`config.mk`:
```
export PLATFORM = sky130hd
export DESIGN_NAME = spi_qmaster
export DESIGN_NICKNAME = d
export VERILOG_FILES = /design/src/rtl/spi_qm_pkg.sv /design/src/rtl/spi_qm_fifo.sv /design/src/rtl/spi_qm_engine.sv /design/src/rtl/spi_qmaster.sv
export SDC_FILE = /design/constraint.sdc
export NUM_CORES = 2
export LEC_CHECK = 0
export BUFFER_PORTS_ARGS = -buffer_cell sky130_fd_sc_hd__buf_2
export CAP_MARGIN = 20
export CORE_MARGIN = 10
export CORE_UTILIZATION = 40
export CTS_BUF_LIST = sky130_fd_sc_hd__clkbuf_8
export DETAILED_ROUTE_END_ITERATION = 10
export GPL_TIMING_DRIVEN = 0
export SLEW_MARGIN = 20
export SYNTH_ARGS = -nofsm -noshare
export SYNTH_HDL_FRONTEND = slang
export SYNTH_HIERARCHICAL = 1
export SYNTH_SLANG_ARGS = --single-unit
```
`constraint.sdc`:
```
create_clock -name clk -period 4 [get_ports clk]
set_input_delay 0.2 -clock clk [delete_from_list [all_inputs] [get_ports clk]]
set_output_delay 0.2 -clock clk [all_outputs]
set_load 0.005 [all_outputs]
```
`src/rtl/spi_qm_pkg.sv`:
```
`timescale 1ns/1ps
package spi_qm_pkg;

  localparam logic [1:0] ADDR_CTRL = 2'd0;
  localparam logic [1:0] ADDR_STAT = 2'd1;
  localparam logic [1:0] ADDR_DATA = 2'd2;

  // Clamp a queue level into an 8-bit status field.
  function automatic logic [7:0] sat_level(input logic [15:0] n);
    if (n > 16'd255) return 8'hFF;
    return n[7:0];
  endfunction

  // Phase 0 samples on the leading edge, phase 1 on the trailing edge.
  function automatic logic is_sample_edge(input logic leading, input logic cpha);
    return leading ^ cpha;
  endfunction

endpackage

```
`src/rtl/spi_qm_fifo.sv`:
```
`timescale 1ns/1ps
module spi_qm_fifo #(
  parameter int W     = 8,
  parameter int DEPTH = 256
) (
  input  logic                       clk,
  input  logic                       rst_n,
  input  logic                       clr,
  input  logic                       push,
  input  logic [W-1:0]               din,
  input  logic                       pop,
  output logic [W-1:0]               dout,
  output logic [$clog2(DEPTH):0]     count,
  output logic                       empty,
  output logic                       full
);
  localparam int AW = $clog2(DEPTH);
  localparam int CW = AW + 1;

  logic [W-1:0]  mem [DEPTH];
  logic [AW-1:0] wp, rp;
  logic          do_push, do_pop;

  assign empty   = (count == '0);
  assign full    = (count == CW'(DEPTH));
  assign do_push = push && !full;
  assign do_pop  = pop && !empty;
  assign dout    = mem[rp];

  function automatic logic [AW-1:0] next_ptr(input logic [AW-1:0] p);
    return (p == AW'(DEPTH - 1)) ? '0 : p + 1'b1;
  endfunction

  always_ff @(posedge clk or negedge rst_n) begin
    if (!rst_n) begin
      wp    <= '0;
      rp    <= '0;
      count <= '0;
    end else if (clr) begin
      wp    <= '0;
      rp    <= '0;
      count <= '0;
    end else begin
      if (do_push) wp <= next_ptr(wp);
      if (do_pop)  rp <= next_ptr(rp);
      count <= count + CW'(do_push) - CW'(do_pop);
    end
  end

  always_ff @(posedge clk) begin
    if (do_push && !clr) mem[wp] <= din;
  end

  // A push into a full queue without a pop leaves it full, never wrapping.
  assert_no_overflow_R4: assert property (@(posedge clk) disable iff (!rst_n)
    (full && push && !pop && !clr) |=> (full && $stable(count)));

  assert_level_bound_R3: assert property (@(posedge clk) disable iff (!rst_n)
    count <= CW'(DEPTH));

endmodule

```
`src/rtl/spi_qm_engine.sv`:
```
`timescale 1ns/1ps
module spi_qm_engine #(
  parameter int PW = 8
) (
  input  logic          clk,
  input  logic          rst_n,
  input  logic          start,
  input  logic [7:0]    tx_byte,
  input  logic          cpha,
  input  logic [PW-1:0] presc,
  input  logic          miso,
  output logic          busy,
  output logic          done,
  output logic [7:0]    rx_byte,
  output logic          phase,
  output logic          mosi
);
  import spi_qm_pkg::*;

  localparam int EDGES = 16;
  localparam int EW    = $clog2(EDGES);

  logic [PW-1:0] hcnt, presc_l;
  logic [EW-1:0] ecnt;
  logic [7:0]    sh, rxs;
  logic          cpha_l, ph;

  // Named internal events for the checks.
  logic edge_evt, leading, sample_now, last_edge;
  assign edge_evt   = busy && (hcnt == presc_l);
  assign leading    = ~ecnt[0];
  assign sample_now = is_sample_edge(leading, cpha_l);
  assign last_edge  = (ecnt == EW'(EDGES - 1));

  always_ff @(posedge clk or negedge rst_n) begin
    if (!rst_n) begin
      busy    <= 1'b0;
      done    <= 1'b0;
      hcnt    <= '0;
      presc_l <= '0;
      ecnt    <= '0;
      sh      <= '0;
      rxs     <= '0;
      cpha_l  <= 1'b0;
      ph      <= 1'b0;
    end else begin
      done <= 1'b0;
      if (start && !busy) begin
        busy    <= 1'b1;
        hcnt    <= '0;
        ecnt    <= '0;
        ph      <= 1'b0;
        sh      <= tx_byte;
        cpha_l  <= cpha;
        presc_l <= presc;
      end else if (busy) begin
        if (edge_evt) begin
          hcnt <= '0;
          ph   <= ~ph;
          ecnt <= ecnt + 1'b1;
          if (sample_now)
            rxs <= {rxs[6:0], miso};
          else if (!(cpha_l && ecnt == '0))
            sh <= {sh[6:0], 1'b0};
          if (last_edge) begin
            busy <= 1'b0;
            done <= 1'b1;
          end
        end else begin
          hcnt <= hcnt + 1'b1;
        end
      end
    end
  end

  assign phase   = ph;
  assign mosi    = sh[7];
  assign rx_byte = rxs;

  // Clock level holds between edge events.
  assert_half_hold_R6: assert property (@(posedge clk) disable iff (!rst_n)
    (busy && !edge_evt && !start) |=> $stable(phase));

  // A finished byte has returned the clock to its resting phase.
  assert_byte_closed_R7: assert property (@(posedge clk) disable iff (!rst_n)
    done |-> (!busy && !phase));

endmodule

```
`src/rtl/spi_qmaster.sv`:
```
`timescale 1ns/1ps
module spi_qmaster #(
  parameter int DEPTH = 256,
  parameter int PW    = 8
) (
  input  logic        clk,
  input  logic        rst_n,
  input  logic [1:0]  addr,
  input  logic        wr_en,
  input  logic        rd_en,
  input  logic [11:0] wdata,
  output logic [15:0] rdata,
  output logic        sck,
  output logic        mosi,
  input  logic        miso,
  output logic        cs_n
);
  import spi_qm_pkg::*;

  localparam int CW     = $clog2(DEPTH) + 1;
  localparam int B_CPOL = PW;
  localparam int B_CPHA = PW + 1;
  localparam int B_TXCL = PW + 2;
  localparam int B_RXCL = PW + 3;

  logic [PW-1:0] presc_q;
  logic          cpol_q, cpha_q, cs_n_q;

  logic          wr_ctrl, wr_data, rd_data;
  logic          clr_tx, clr_rx;
  logic [7:0]    tx_head, rx_head, eng_rx;
  logic [CW-1:0] tx_cnt, rx_cnt;
  logic          tx_empty, tx_full, rx_empty, rx_full;
  logic          eng_busy, eng_done, eng_phase, eng_start;

  assign wr_ctrl   = wr_en && (addr == ADDR_CTRL);
  assign wr_data   = wr_en && (addr == ADDR_DATA);
  assign rd_data   = rd_en && (addr == ADDR_DATA);
  assign clr_tx    = wr_ctrl && wdata[B_TXCL];
  assign clr_rx    = wr_ctrl && wdata[B_RXCL];
  assign eng_start = !cs_n_q && !eng_busy && !tx_empty;

  always_ff @(posedge clk or negedge rst_n) begin
    if (!rst_n) begin
      presc_q <= '0;
      cpol_q  <= 1'b0;
      cpha_q  <= 1'b0;
    end else if (wr_ctrl) begin
      presc_q <= wdata[PW-1:0];
      cpol_q  <= wdata[B_CPOL];
      cpha_q  <= wdata[B_CPHA];
    end
  end

  // Select drops one cycle ahead of the first transfer, rises once idle and drained.
  always_ff @(posedge clk or negedge rst_n) begin
    if (!rst_n)                                   cs_n_q <= 1'b1;
    else if (cs_n_q && !tx_empty)                 cs_n_q <= 1'b0;
    else if (!cs_n_q && !eng_busy && tx_empty)    cs_n_q <= 1'b1;
  end

  spi_qm_fifo #(.W(8), .DEPTH(DEPTH)) u_txq (
    .clk(clk), .rst_n(rst_n), .clr(clr_tx),
    .push(wr_data), .din(wdata[7:0]),
    .pop(eng_start), .dout(tx_head),
    .count(tx_cnt), .empty(tx_empty), .full(tx_full)
  );

  spi_qm_fifo #(.W(8), .DEPTH(DEPTH)) u_rxq (
    .clk(clk), .rst_n(rst_n), .clr(clr_rx),
    .push(eng_done), .din(eng_rx),
    .pop(rd_data), .dout(rx_head),
    .count(rx_cnt), .empty(rx_empty), .full(rx_full)
  );

  spi_qm_engine #(.PW(PW)) u_eng (
    .clk(clk), .rst_n(rst_n), .start(eng_start),
    .tx_byte(tx_head), .cpha(cpha_q), .presc(presc_q),
    .miso(miso), .busy(eng_busy), .done(eng_done),
    .rx_byte(eng_rx), .phase(eng_phase), .mosi(mosi)
  );

  assign sck  = cpol_q ^ eng_phase;
  assign cs_n = cs_n_q;

  always_comb begin
    rdata = '0;
    case (addr)
      ADDR_CTRL: rdata = 16'({cpha_q, cpol_q, presc_q});
      ADDR_STAT: rdata = {sat_level(16'(rx_cnt)), sat_level(16'(tx_cnt))};
      ADDR_DATA: rdata = rx_empty ? 16'h0000 : {8'h00, rx_head};
      default:   rdata = '0;
    endcase
  end

  assert_sck_idle_R8: assert property (@(posedge clk) disable iff (!rst_n)
    cs_n |-> (sck == cpol_q));

  assert_select_lead_R9: assert property (@(posedge clk) disable iff (!rst_n)
    $fell(cs_n) |-> !eng_busy);

  assert_empty_read_R5: assert property (@(posedge clk) disable iff (!rst_n)
    (rd_data && rx_empty && !eng_done && !clr_rx) |=> rx_empty);

  assert_full_keep_R11: assert property (@(posedge clk) disable iff (!rst_n)
    (rx_full && eng_done && !rd_data && !clr_rx) |=> rx_full);

endmodule

```
[Yosys cells after proc, flatten, opt, wreduce, memory -nomap -nowiden]
Memories as Yosys holds them, arrays and structs flattened.
Index checks and enable logic that the tools add are counted.
Word-level totals
  flip-flop bits (word level): 101
  RAM bits: 4096
  output and inout port bits: 19
  logic and storage cells: 142
  memories: 2
Operators by class
  $add $sub $neg: 10
  $lt $le $gt $ge: 2
  equal/unequal tests: 12
  multiplexer cells: 52
  bitwise operators: 5
  reduce and logical (&&, ||, !) cells: 40
Memories
  u_rxq.mem: words 256, width 8, read ports 1, clocked after memory_dff 0, write ports 1, RTL line spi_qm_fifo.sv:20  | logic [W-1:0] mem [DEPTH];
  u_txq.mem: words 256, width 8, read ports 1, clocked after memory_dff 0, write ports 1, RTL line spi_qm_fifo.sv:20
Operators with widths (number)
  2-to-1 mux 8 bit: 25
  case mux 16 bit (3 select lines): 1
  adder 8 x 1 -> 8 bit, second input constant: 5
  == test 8 bit, second input constant: 4
  2-to-1 mux 1 bit: 21
  adder 9 x 1 -> 9 bit: 2
  == test 9 bit, second input constant: 2
  > comparator 9 x 8 -> 1 bit, second input constant: 2
  logical AND 1 bit: 18
  logical NOT 9 bit: 2
  2-to-1 mux 9 bit: 2
  subtractor 9 x 1 -> 9 bit: 2
  nonzero test 2 bit: 7
  2-to-1 mux 4 bit: 3
  == test 8 bit: 1
  logical NOT 1 bit: 8
  AND reduction 4 bit: 2
  adder 4 x 1 -> 4 bit, second input constant: 1
  == test 4 bit, second input constant: 1
  logical NOT 4 bit: 1
  NOT 1 bit: 3
  == test 2 x 1 -> 1 bit, second input constant: 1
  == test 2 bit, second input constant: 1
  logical NOT 2 bit: 1
  4 further kinds: 5

[Longest topological paths before layout]
  depth in word-level cells: 7
  depth in mapped cells: 19

[Modules after synthesis]
The synthesis kept the hierarchy.
Modules (own cells, without submodules)
  spi_qm_fifo: instances 2, cells an instance 3878, area each 81064.0 sq um, seq. area each 62124.6 sq um
  spi_qm_engine: instances 1, cells an instance 181, area each 1886.8 sq um, seq. area each 1001.0 sq um
  spi_qmaster: instances 1, cells an instance 89, area each 804.5 sq um, seq. area each 276.5 sq um

[Worst setup path after synthesis]
OpenSTA, ideal clock, no wires.
  path type: register to register
  from: register u_eng.rxs[0], in the netlist u_eng/rx_byte[0]
  to: memory u_rxq.mem[0][0] (data pin)
  setup time: 805 ps
  data arrival time: 3191 ps
  setup slack: 4 ps
  stages on the path, launching flop included: 1
  path buffers: 0
  clock period less this slack: 3996 ps
  cell sequence: dfrtp_1
RTL lines
  start, declared: RTL line spi_qm_engine.sv:25  | logic [7:0] sh, rxs;
  start signal, assigned: RTL line spi_qm_engine.sv:62  | rxs <= {rxs[6:0], miso};
  end, declared: RTL line spi_qm_fifo.sv:20
No word-level cell before the write port.

[Worst setup path after layout]
  from: register u_rxq.rp[4]
  to: output rdata[5]
On the way
  longest elaborated chain between the ends: 3
Ends and longest elaborated chain
  start, declared: RTL line spi_qm_fifo.sv:21  | logic [AW-1:0] wp, rp;
  start signal, assigned: RTL line spi_qm_fifo.sv:45  | if (do_pop) rp <= next_ptr(rp);
  memory read (256 x 8 bit)
  via rx_head[5]: RTL line spi_qmaster.sv:31  | logic [7:0] tx_head, rx_head, eng_rx;
  2-to-1 mux 8 bit: RTL line spi_qmaster.sv:91  | ADDR_DATA: rdata = rx_empty ? 16'h0000 : {8'h00, rx_head};
  case mux 16 bit (3 select lines): RTL line spi_qmaster.sv:88  | case (addr)
  end, declared: RTL line spi_qmaster.sv:12  | output logic [15:0] rdata,
The timed path passes the listed nets, and every way through them passes these cells.

==> reports/results.txt <==
RSZ-0062 raised after global routing: yes
R2R Path Start: u_rxq/count[2]
CP max stage delay: 1010 ps
Critical Path RT: 3800 ps
Critical Path AT: 5160 ps
Post-synthesis mux area share: 0.155
Syn-to-layout area delta: 19.2%
Largest family of logic cells by synthesized area: multiplexers
Failing checks: setup timing
Largest net degree at the start of global routing: 133
Initial antenna violation count: 59
IO Count: 38
H-tree depth: 6
Final setup margin: -1360 ps
CTS clk-pin slew, worst paths: 70 ps
Post-Place Cells: 13700
LEAKAGE: 61.7 nW
Hold path start: wdata[5]
Final core utilization: 0.479
Die X: 662 um
Ys flop type: edfxtp_1
Routed WL: 655 mm
Final worst-path cycle share: 1.34
Slew Limit Headroom: 0.0807
Capturing point of the worst reg2reg path: u_rxq/mem[23][5]
First-pass GRT wire length: 851 mm
Critical path origin: u_rxq/rp[4]
Via/cell ratio: 6.60
Complex-gate fraction of the synthesized area: 0.0294
Fin crit period: 5360 ps
Root Driver: clkbuf_8
Vias: 99600
HP Class: primary input to register
Peak supply drop: 0.456 mV
Non-Filler Instances: 15100
End point of the critical path: rdata[5]
Clk_skew: 85.3 ps
RePlAce Congestion: 1.05
Worst skew pair latency: 1180 ps
DRC viols: 0
Initial Utilization: 0.402
Register area share after synthesis: 0.762
Cts bufs inserted: 649
DR pass1 iterations: 9
CP max stage cell: clkbuf_1
EDFF count, synth: 4096
Filler cells: 33400
Tot Pwr: 119 mW
Post-synth ARST share: 0.0241
Sequential Area: 126000 sq um
CP Capture Type: output port
# rows: 235
Layout cells sized above 1: 0.338
Largest fanout on the critical path: 10
Antenna viol nets, final: 0
WHS: 66.3 ps
Grt total ovfl: 0
Syn Nets: 8084
All-layer global routing usage: 0.292
Commonest cells after routing, fill and taps aside: edfxtp_1 (4096), mux4_2 (954), clkbuf_8 (678)
Outcome: complete, but fails checks
IO Port Bufs: 37
FMAX: 187 MHz
CP Launch Type: register
Die area: 438000 sq um
CTS sink count: 4197
Yosys warns: 6
Dpl ws: -2510 ps
Setup slack, reg-to-reg: -240 ps
Adder-cell share of the synthesized area: 0.00305
Slew Viols, Final: 0
WL/cell: 43.4 um
Core area: 410000 sq um
Fin nets: 9161
MaxCap Viol Count: 0
Area of the mapped netlist: 165000 sq um
Cell Pwr Density: 608 nW/um^2
Yosys reg bits: 4197
CTS tree: built
Fin. Hold Viols: 0
Chip Height: 662 um
Vias in the first global route: 93000
Hold depth: 2
Synth Area in Simple Gates: 0.0314
Multi-input gate area: 39900 sq um
Final setup fails: 593
Worst slew pin tran: 1380 ps
Synthesized area per cell: 20.5 sq um
CP cell instances: clkbuf_2 > nand2_1 > clkbuf_1 > nor2_1 > a21oi_1 > o2111ai_2 > nand4_1 > inv_2 > o32ai_2 > buf_6 > buf_2
Most common cell after layout, fill and taps aside: edfxtp_1
Post-synthesis cell count: 8026
Reg2Reg Depth: 13
Distinct cells, synth: 82
Post-synthesis xor/xnor area fraction: 0.00207
Clock Path Buffers: 4
Initial drt markers: 19000
Crit Path Class: register to output port
Hpwl dp: 431 mm
## through the flow
stage	instance area [sq um]	TNS [ps]
global placement	172000	-
floorplan	165000	0
global route	196000	-14010
detailed placement	176000	-901740
finish	196000	-35150
CTS	195000	-10330
## worst min-delay path by stage
stage / to / slack [ps]
final: u_txq/mem[222][5] / 70
after global routing: u_txq/mem[223][5] / 80
after CTS: u_txq/mem[222][5] / 20
after detailed placement: u_rxq/count[5] / 120
after global placement: cs_n / 480
after floorplan: cpha_q / -100
## state kept, by name, indices dropped and copies added, names as in the netlist
| signal | flops |
|---|---|
| u_rxq/count | 9 |
| u_eng/phase | 1 |
| u_eng/sh | 8 |
| u_eng/hcnt | 8 |
| u_eng/presc_l | 8 |
| cpha_q | 1 |
| u_eng/done | 1 |
| u_txq/count | 9 |
| u_rxq/rp | 8 |
| u_txq/wp | 8 |
| u_eng/cpha_l | 1 |
| cs_n | 1 |
| cpol_q | 1 |
| u_eng/rx_byte | 8 |
| u_txq/rp | 8 |
| u_rxq/wp | 8 |
| presc_q | 8 |
| u_txq/mem | 2048 |
| u_rxq/mem | 2048 |
| u_eng/ecnt | 4 |
| u_eng/busy | 1 |
## per-layer routing
layer  track usage  vias up  share of wire
li1              -    35500              -
met1         0.373    52200           0.34
met2         0.397     9678           0.41
met3         0.144     2156           0.18
met4         0.174       30          0.073
met5       0.00954        -         0.0013
## critical path, delay by kind of cell, from the launching register on
kind,cells,cell delay [ps]
compound gates,3,830
simple gates,3,930
buf+inv,5,1770
flops,1,450
## kinds of logic after synthesis
group | count (synthesis)
adder cells (fa/ha/maj) | 39
AO/OA/AOI/OAI | 701
flip-flops | 4197
XOR/XNOR | 39
AND/OR/NAND/NOR | 1194
buffers and inverters | 524
multiplexers | 1332
## layout make-up
cell class              instances  share of cell area
flip-flops and latches       4197               0.639
multi-input cells            3305               0.203
inverters                      49             0.00104
clock buffers                 663              0.0465
repair buffers                434              0.0324
plain buffers                 467              0.0291
diodes                         47            0.000599
clock inverters               477              0.0135
well taps                    5451              0.0347
## what timing repair did
action | 4_1_cts | 5_1_grt
hold endpoints to repair | 1938 | 0
cloned | 8 | 0
hold buffers | 26 | 0
endpoints found under the setup margin | 2406 | 1994
resized for setup | 1353 | 274
pin swaps | 57 | 57
setup buffers | 144 | 71
## synth_stat cells (65+ instances only)
master       n  share of area
a21oi_1    156         0.0047
a22oi_1    113         0.0051
buf_2      144         0.0044
clkbuf_1   184         0.0042
dfrtp_1    100          0.015
edfxtp_1  4096           0.75
mux2i_1    341          0.021
mux4_2     954           0.13
nand2_1    279         0.0064
nand3_1     65         0.0020
nor2_1     653          0.015
o21ai_0     94         0.0029
## power breakdown
group          switching, mW  leakage, nW  internal, mW
clock network           17.0         6.66          16.8
logic                   21.6         16.5          11.7
registers              0.992         38.5          51.2
No activity file was read; power rests on OpenSTA's default activity.
